[config.mk]
export PLATFORM = sky130hd
export DESIGN_NAME = irq_level_arbiter
export DESIGN_NICKNAME = d
export VERILOG_FILES = /design/src/rtl/irq_level_arbiter.sv
export SDC_FILE = /design/constraint.sdc
export NUM_CORES = 1
export LEC_CHECK = 0
export BUFFER_PORTS_ARGS = -buffer_cell sky130_fd_sc_hd__clkbuf_2
export CORE_MARGIN = 2
export CORE_UTILIZATION = 54
export DETAILED_ROUTE_END_ITERATION = 7
export GPL_ROUTABILITY_DRIVEN = 0
export HOLD_SLACK_MARGIN = 0.12
export PLACE_DENSITY = 0.85
export RECOVER_POWER = 25
export SLEW_MARGIN = 20
export SYNTH_ARGS = -nofsm -noshare
export SYNTH_HDL_FRONTEND = slang
export SYNTH_SLANG_ARGS = --single-unit
export TNS_END_PERCENT = 10
[constraint.sdc]
create_clock -name clk -period 22 [get_ports clk]
set_clock_uncertainty 0.15 [all_clocks]
set_input_delay 1.1 -clock clk [delete_from_list [all_inputs] [get_ports clk]]
set_output_delay 1.1 -clock clk [all_outputs]
set_load 0.05 [all_outputs]
[src/rtl/irq_level_arbiter.sv]
module irq_level_arbiter #(
  parameter int NSRC = 6,
  localparam int IW = $clog2(NSRC)
) (
  input  logic            clk,
  input  logic            rst_n,
  input  logic            cyc_tick,
  input  logic [NSRC-1:0] src_req,
  input  logic [NSRC-1:0] src_en,
  input  logic [NSRC-1:0] pri_lo,
  input  logic [NSRC-1:0] pri_hi,
  input  logic            glb_en,
  input  logic            reti,
  output logic            core_req,
  output logic            vec_stb,
  output logic [IW-1:0]   vec_idx,
  output logic [1:0]      vec_lvl,
  output logic [3:0]      in_svc
);
  localparam int NLVL = 4;

  logic [NSRC-1:0] req_q;
  logic [NSRC-1:0] pend;
  logic            found;
  logic [1:0]      best_lvl;
  logic [IW-1:0]   best_idx;
  logic [1:0]      top_lvl;
  logic            any_svc;
  logic            grant;
  logic [NLVL-1:0] top_mask;
  logic [NLVL-1:0] new_mask;

  assign pend = req_q & src_en;

  always_comb begin
    found    = 1'b0;
    best_lvl = '0;
    best_idx = '0;
    for (int i = NSRC - 1; i >= 0; i--) begin
      if (pend[i] && (!found || {pri_hi[i], pri_lo[i]} >= best_lvl)) begin
        found    = 1'b1;
        best_lvl = {pri_hi[i], pri_lo[i]};
        best_idx = IW'(i);
      end
    end
  end

  always_comb begin
    top_lvl = '0;
    for (int l = 0; l < NLVL; l++)
      if (in_svc[l]) top_lvl = 2'(l);
  end

  assign any_svc  = |in_svc;
  assign core_req = glb_en && found && (!any_svc || best_lvl > top_lvl);
  assign grant    = cyc_tick && core_req;
  assign top_mask = (reti && any_svc) ? (NLVL'(1) << top_lvl) : '0;
  assign new_mask = grant ? (NLVL'(1) << best_lvl) : '0;

  always_ff @(posedge clk) begin
    if (!rst_n) begin
      req_q   <= '0;
      vec_stb <= 1'b0;
      vec_idx <= '0;
      vec_lvl <= '0;
      in_svc  <= '0;
    end else begin
      if (cyc_tick) req_q <= src_req;
      vec_stb <= grant;
      if (grant) begin
        vec_idx <= best_idx;
        vec_lvl <= best_lvl;
      end
      in_svc <= (in_svc & ~top_mask) | new_mask;
    end
  end

  p_grant_on_tick_r5: assert property (@(posedge clk) disable iff (!rst_n)
    vec_stb |-> $past(cyc_tick));
  p_glb_block_r6: assert property (@(posedge clk) disable iff (!rst_n)
    vec_stb |-> $past(glb_en));
  p_src_enabled_r7: assert property (@(posedge clk) disable iff (!rst_n)
    vec_stb |-> ((($past(src_en) >> vec_idx) & NSRC'(1)) != '0));
  p_strict_preempt_r8: assert property (@(posedge clk) disable iff (!rst_n)
    vec_stb |-> (($past(in_svc) >> vec_lvl) == 4'd0));
  p_mark_level_r9: assert property (@(posedge clk) disable iff (!rst_n)
    vec_stb |-> in_svc[vec_lvl]);
  p_release_one_r10: assert property (@(posedge clk) disable iff (!rst_n)
    ($past(reti) && $past(in_svc) != 4'd0 && !vec_stb) |->
      ($countones(in_svc) + 1 == $countones($past(in_svc))));
endmodule

Word-level counts from Yosys, hierarchy flattened
Index checks and enable logic that the tools add are counted.

operators by class
  add/subtract/negate cells = 0
  multipliers = 0
  div/mod/pow operators = 0
  order comparisons = 6
  equal/unequal tests = 0
  shifts and indexed selects = 2
  mux-type cells = 23
  bitwise logic cells = 4
  reductions and logical operators = 22

operators by type and width
  cell                 count
  $mux 3               6
  $mux 2               8
  $ge 2x2->1           5
  $logic_and 1x1->1    9
  $mux 4               2
  $shl 1x2->4 const A  2
  $mux 1               7
  $and 6x6->6          1
  $logic_not 1->1      6
  $logic_or 1x1->1     6
  $and 4x4->4          1
  $not 4->4            1
  $or 4x4->4           1
  $reduce_or 4->1      1
  $gt 2x2->1           1

storage, ports and cells
  register bits = 16
  latch bits = 0
  bits in writable memories = 0
  bits in read-only memories = 0
  output and inout bits = 11
  word-level logic and storage cells = 62
  memories kept = 0

Depth between registers and ports, before layout
Gate-level depths: netlist of run 1.

  depth in word-level cells = 28
  depth in mapped cells = 40

Worst setup path after synthesis of run 1
OpenSTA, ideal clock, no wires.

  path type = input -> output
  start = input port pri_lo[5]
  end = output port core_req
  arrival time = 8016 ps
  setup slack = 12734 ps
  cell stages on the path = 35
  buffers on the path = 1
  cell sequence = and3_2 > ha_1 > nand2b_1 > a211oi_1 > o21ai_0 > and2_1 > ha_1 > a221oi_2 > or2_1 > clkbuf_1 > nor2_1 > a31oi_1 > ha_1 > nand2b_1 > a211oi_2 > o32ai_1 > a31oi_1 > a21o_1 > ha_1 > nand2b_1 > a221oi_1 > nor2_2 > inv_1 > mux2_2 > ha_1 > nand2b_1 > a21oi_1 > a21oi_1 > a211o_1 > o21ai_2 > inv_2 > ha_1 > nor2b_1 > a2bb2oi_1 > o211a_1

between the ends
  word-level cells in the longest chain between the ends = 24

RTL lines
  what                                           line  source
  from (decl)                                    10    input logic [NSRC-1:0] pri_lo,
  $mux 2 *                                       40    if (pend[i] && (!found || {pri_hi[i], pri_lo[i]} >= best_lvl)) begin
  $ge 2x2->1                                     40
  $logic_or 1x1->1                               40
  $logic_and 1x1->1                              40
  $mux 2 or $mux 1 (tied branches)               40
  $ge 2x2->1 or $logic_not 1->1 (tied branches)  40
  $logic_or 1x1->1                               40
  $logic_and 1x1->1                              40
  [9 not listed]                                 -
  $ge 2x2->1 or $logic_not 1->1 (tied branches)  40
  $logic_or 1x1->1                               40
  $logic_and 1x1->1                              40
  $mux 2 *                                       40
  net best_lvl[1]                                25    logic [1:0] best_lvl;
  $gt 2x2->1 *                                   55    assign core_req = glb_en && found && (!any_svc || best_lvl > top_lvl);
  $logic_or 1x1->1 *                             55
  $logic_and 1x1->1 *                            55
  to (decl)                                      14    output logic core_req,

The timed path passes the listed nets; every way through them passes the cells marked *.

Worst setup path after layout of run 1
  start = input port src_en[5]
  end = output port core_req

between the ends
  word-level cells in the longest chain between the ends = 25

RTL lines
  what                                           line  source
  from (decl)                                    9     input logic [NSRC-1:0] src_en,
  $and 6x6->6 *                                  33    assign pend = req_q & src_en;
  $mux 2 or $mux 1 (tied branches)               40
  $ge 2x2->1 or $logic_not 1->1 (tied branches)  40
  $logic_or 1x1->1                               40
  $logic_and 1x1->1                              40
  $mux 2 or $mux 1 (tied branches)               40
  $ge 2x2->1 or $logic_not 1->1 (tied branches)  40
  $logic_or 1x1->1                               40
  [10 not listed]                                -
  $ge 2x2->1 or $logic_not 1->1 (tied branches)  40
  $logic_or 1x1->1                               40
  $logic_and 1x1->1                              40
  $mux 2 *                                       40
  net best_lvl[1]                                25
  $gt 2x2->1 *                                   55
  $logic_or 1x1->1 *                             55
  $logic_and 1x1->1 *                            55

Marked as above.

==> results of run 1 <==
[synthesized netlist by cell type, types with 2 or more instances]
cell type,count,area (um2)
clkbuf_1,3,11.3
a21o_1,3,22.5
and3_1,2,12.5
dfxtp_1,16,320
nand2b_1,5,31.3
inv_1,11,41.3
ha_1,12,150
mux2_2,2,22.5
nor4_1,2,12.5
o32ai_1,2,17.5
nand3_1,2,10.0
nand2_1,13,48.8
o41ai_2,2,32.5
a41o_1,2,20.0
o21ai_0,4,20.0
and2_1,2,12.5
a21oi_1,8,40.0
a31oi_1,4,25.0
a211oi_1,3,22.5
o211ai_1,4,30.0
nor2_1,12,45.0
a211o_1,2,17.5
mux2i_1,7,70.1
[state kept, by name, summed over array words and instances, names as in the netlist]
register	cells
req_q	6
in_svc	4
vec_stb	1
vec_lvl	2
vec_idx	3
[metal layers]
metal | track usage (%) | up-vias
met4 | 11.0 | 0
li1 | - | 623
met2 | 44.8 | 39
met5 | 0 | -
met3 | 2.34 | 4
met1 | 27.6 | 572
[through the flow]
stage / setup WS [ps] / hold WS [ps] / total power (uW)
4_1_cts: 11920 / 317 / 68.9
6_report: 11880 / 312 / 68.4
3_5_place_dp: 11960 / 306 / 54.5
3_3_place_gp: 12190 / 302 / 53.5
2_1_floorplan: 12730 / 310 / 47.7
5_1_grt: 11290 / 344 / 72.6
[power by group]
| group | switching [uW] | internal [uW] | total (uW) |
|---|---|---|---|
| sequential | 0.867 | 30.2 | 31.1 |
| combinational | 13.7 | 9.09 | 22.8 |
| clock | 8.18 | 6.36 | 14.5 |
[cell type report]
type                    instances  area [um2]
inverters                      12        45.0
fillers                       196         728
clock buffers                   3        22.5
well taps                      28        35.0
multi-input cells             111         825
repair buffers                 39         194
flip-flops and latches         16         320
[worst min path at each step]
stage	from	end	slack, ps	cells past startpoint
floorplan	req_q[0]$_SDFFE_PN0P_	req_q[0]$_SDFFE_PN0P_	310	2
global placement	vec_idx[1]$_SDFFE_PN0P_	vec_idx[1]$_SDFFE_PN0P_	300	2
detailed placement	vec_idx[0]$_SDFFE_PN0P_	vec_idx[0]$_SDFFE_PN0P_	310	2
CTS	vec_idx[0]$_SDFFE_PN0P_	vec_idx[0]$_SDFFE_PN0P_	320	2
global route	vec_lvl[0]$_SDFFE_PN0P_	vec_lvl[0]$_SDFFE_PN0P_	340	2
finish	vec_idx[0]$_SDFFE_PN0P_	vec_idx[0]$_SDFFE_PN0P_	310	2
[cells by family after synthesis]
group	after synthesis	synth area share (%)
AOI/OAI and AO/OA	45	30.0
adders and majority gates	12	12.5
buffers and inverters	16	4.98
DFF	16	26.6
muxes	9	7.68
and+or+nand+nor	45	18.3
[worst min-delay path, cell delays in order (launching register included)]
cell and delay (ps):
dfxtp_1 310, nand2_1 50, a21oi_1 50
==> qor.yml, run 1 <==
critical_path:
  r2r_cells: 38
  crit_fanout: 7
  crit_end: "core_req"
  worstSetupEndpointType: "output port"
  cp_slowest_stage_delay_ps: 440
  cp.depth: 37
  cp.arrival_ps: 8870
  reg2reg_slack_ps: 13410
  worst_path_dominant_cell_family: "compound AO/OA/AOI/OAI gates"
  start_kind: "primary input"
  r2r-start: "req_q[5]$_SDFFE_PN0P_"
  cp.buffers_inverters: 4
  worstReg2RegEnd: "vec_idx[2]$_SDFFE_PN0P_"
  required_ps: 20750
  worst_path_most_repeated_cell: "ha_1"
  critPathLaunch: "src_en[5]"
  crit_path_top_delay_cell: "a211oi_1"
  critPathKind: "primary input to output port"
sta:
  rsz0062_at_grt: "no"
  setup-tns-final_ps: 0
  hold_viol_final: 0
  slew_headroom_pct: 46.5
  worst_pin_slew_ps: 802
  max_freq_mhz: 98.8
  period_share_pct: 46.0
  setup_violations: 0
  slew_viol_final: 0
  period_needed_ps: 10120
synth:
  ys_warn_count: 0
  synth-edff-count: 0
  ys.flop_type: "dfxtp_1"
  netlist_instances: 143
  async_reset_ff_share_pct: 0
  synth_area_um2: 1200
  ys_seq_elements: 16
  synth_nets: 184
  synth.distinct_cells: 43
  synth_seq_area_share_pct: 26.6
  synth.avg_cell_area_um2: 8.43
die:
  core_um2: 2170
  ios: 40
  die_h_um: 51.2
  die-area_um2: 2630
  floorplan.initialDensity_pct: 55.5
  rows: 17
  die_x_um: 51.2
detailed_routing:
  ant_nets: 0
  avgRoutedWirePerCell_um: 13.5
  via_per_inst: 5.92
  drt_iter0_drc: 41
  drt_first_pass_iters: 4
  top_layer: "met4"
  wl_met1_um: 1190
  vias: 1238
  wirelength_um: 2820
  wl_met2_um: 1450
  routed-wl-met3_um: 120
  drc_errors: 0
cts:
  cts_made_buffers: 3
  post-cts-setup-buffer-count: 0
  h-tree-depth: 1
  cts.sinks: 16
  clock-root-buffer: "clkbuf_4"
  clk-insertion-delay-late_ps: 280
  hold_buffers: 0
  cts_tree: "done"
  path_clk_slew_ps: 80
  cts_resized: 0
  clk_path_buf_depth: 2
placement:
  placedCellCount: 206
  dp.final_hpwl_um: 2380
  io_buffer_count: 39
  placed_area_um2: 1420
global_route:
  grt_max_degree: 14
  overflow: 0
  grt_pass1_wl_um: 4830
  first_global_vias: 1161
  track_usage_pct: 24.1
  grt_antenna_before_repair: 0
final_layout:
  final_cell_mix: "clkbuf_2 (38), dfxtp_1 (16), nand2_1 (13), nor2_1 (12), ha_1 (12)"
  area_growth_pct: 19.6
  final_cells: 209
  utilization_pct: 66.4
  nets: 224
  layout_commonest_cell: "clkbuf_2"
  antenna_cells: 0
  fin_area_um2: 1440
  drive_above_1_share_pct: 29.8
pwr:
  powerDensity_nw_per_um2: 47.5
  leakage_uw: 0.000737
  ir_drop_v: 0.0000432
worst_hold_path:
  min_path_type: "register to register"
status:
  status: "complete, no violations"
flow_run:
  max-cap-violations: 0
Note: power is estimated with default switching activity, not from simulation.
==> run 2: changes to the inputs <==
CORE_UTILIZATION = 50   (was 54)
PLACE_DENSITY = 0.79   (was 0.85)
clock period = 9.7 ns   (was 22 ns; I/O delays follow)
==> run 2 against run 1 <==
  * Critical endpoint unchanged
  * Critical path type is now register to output port
  * Largest power group unchanged
  * Critical path depth down 2
  * Largest cell class unchanged
  * Via count is 2.0% lower
  * Clock power rose to 2.9 times the previous value
==> qor.yml, run 2 (synthesis gave the netlist of run 1 again) <==
final_layout:
  drive_above_1_share_pct: 30.2
  nets: 224
  area_growth_pct: 20.8
  top_register: "req_q"
  layout_commonest_cell: "clkbuf_2"
  antenna_cells: 0
  largest_reg_flops: 6
  largestRegisters: "req_q x6, in_svc x4, vec_idx x3"
  final_cell_mix: "clkbuf_2 (38), dfxtp_1 (16), nand2_1 (13), nor2_1 (12), ha_1 (12)"
die:
  ios: 40
  die-area_um2: 2820
  die_h_um: 53.1
  floorplan.initialDensity_pct: 53.4
  rows: 17
  die_x_um: 53.1
  core_um2: 2250
critical_path:
  cp.buffers_inverters: 3
  cp.arrival_ps: 8430
  r2r-start: "req_q[5]$_SDFFE_PN0P_"
  worstReg2RegEnd: "vec_idx[2]$_SDFFE_PN0P_"
  critPathKind: "register to output port"
  required_ps: 9070
  start_kind: "register"
  reg2reg_slack_ps: 960
  worstSetupEndpointType: "output port"
  worst_path_dominant_cell_family: "compound AO/OA/AOI/OAI gates"
  crit_fanout: 7
  cp_slowest_stage_delay_ps: 420
  crit_path_top_delay_cell: "a211oi_1"
  r2r_cells: 37
  worst_path_most_repeated_cell: "ha_1"
status:
  status: "complete, no violations"
global_route:
  overflow: 0
  grt_max_degree: 14
  grt_antenna_before_repair: 0
  grt_pass1_wl_um: 4620
  track_usage_pct: 22.0
  first_global_vias: 1129
worst_hold_path:
  min_to: "req_q[0]$_SDFFE_PN0P_"
  min_from: "src_req[0]"
  min_path_type: "primary input to register"
  min_path_cells: 3
placement:
  io_buffer_count: 39
  place_ws_ps: 794
  dp.final_hpwl_um: 2300
pwr:
  cell_internal_pwr_uw: 112
  powerDensity_nw_per_um2: 113
  p_seq_share_pct: 42.7
  leakage_uw: 0.000744
  clkPwrFrac_pct: 25.7
  switching_power_uw: 53.0
  pwr-share-comb_pct: 31.6
  p_sw_share_pct: 32.1
  ir_drop_v: 0.0000745
sta:
  period_share_pct: 93.5
  period_needed_ps: 9070
  hold_ws_ps: 293
  rsz0062_at_grt: "no"
  worst_pin_slew_ps: 786
  layout_setup_ws_ps: 631
  slew_headroom_pct: 47.6
  slew_viol_final: 0
  setup_violations: 0
  max_freq_mhz: 110
  hold_viol_final: 0
  setup-tns-final_ps: 0
cts:
  clock-root-buffer: "clkbuf_4"
  path_clk_slew_ps: 90
  hold_buffers: 0
  post-cts-setup-buffer-count: 0
  clk_path_buf_depth: 2
  h-tree-depth: 1
  cts.sinks: 16
  cts_resized: 0
  clk-insertion-delay-late_ps: 270
  cts_made_buffers: 3
  cts_tree: "done"
detailed_routing:
  wirelength_um: 2790
  routed-wl-met3_um: 78
  top_layer: "met4"
  wl_met1_um: 1350
  ant_nets: 0
  drt_first_pass_iters: 4
  drt_iter0_drc: 22
  via_per_inst: 5.78
  avgRoutedWirePerCell_um: 13.3
  drc_errors: 0
  vias: 1213
  wl_met2_um: 1340
flow_run:
  max-cap-violations: 0
==> run 2: worst min-delay path, cell delays in order <==
cell      delay [ps]
clkbuf_2          70
mux2i_1           50
nor2_1            80
==> run 2: worst max path at each step <==
stage | cells past startpoint | slack [ps] | to | startpoint
2_1_floorplan | 39 | 1360 | vec_idx[2]$_SDFFE_PN0P_ | pri_lo[5]
3_5_place_dp | 36 | 790 | core_req | src_en[5]
5_1_grt | 35 | 100 | core_req | req_q[5]$_SDFFE_PN0P_
4_1_cts | 35 | 720 | core_req | req_q[5]$_SDFFE_PN0P_
6_report | 35 | 630 | core_req | req_q[5]$_SDFFE_PN0P_
3_3_place_gp | 36 | 1010 | core_req | src_en[5]
==> run 2: metal layers <==
metal | up-vias | track usage, %
met3 | 4 | 2.54
met5 | - | 0
li1 | 618 | -
met1 | 566 | 28.1
met2 | 25 | 38.1
met4 | 0 | 7.26
==> run 2: layout make-up <==
| class | instances | area (um2) |
|---|---|---|
| Tap cell | 28 | 35.0 |
| Multi-Input combinational cell | 111 | 825 |
| Sequential cell | 16 | 320 |
| Fill cell | 204 | 800 |
| Clock buffer | 4 | 36.3 |
| Inverter | 12 | 45.0 |
| Timing Repair Buffer | 39 | 194 |
==> run 2: power by group through the flow <==
stage | combinational (uW) | sequential [uW] | clock [uW]
floorplan | 31.7 | 76.5 | 0
global placement | 49.9 | 71.8 | 0
detailed placement | 51.5 | 72.0 | 0
CTS | 51.7 | 70.5 | 43.6
global route | 57.5 | 70.9 | 45.9
finish | 52.0 | 70.4 | 42.3
==> run 2: stage by stage <==
stage	total power (uW)	util, %	area [um2]	instances
finish	165	64.5	1460	210
global placement	122	63.0	1420	206
CTS	166	64.6	1460	210
global route	174	64.5	1460	210
detailed placement	124	63.0	1420	206
floorplan	108	-	1200	143
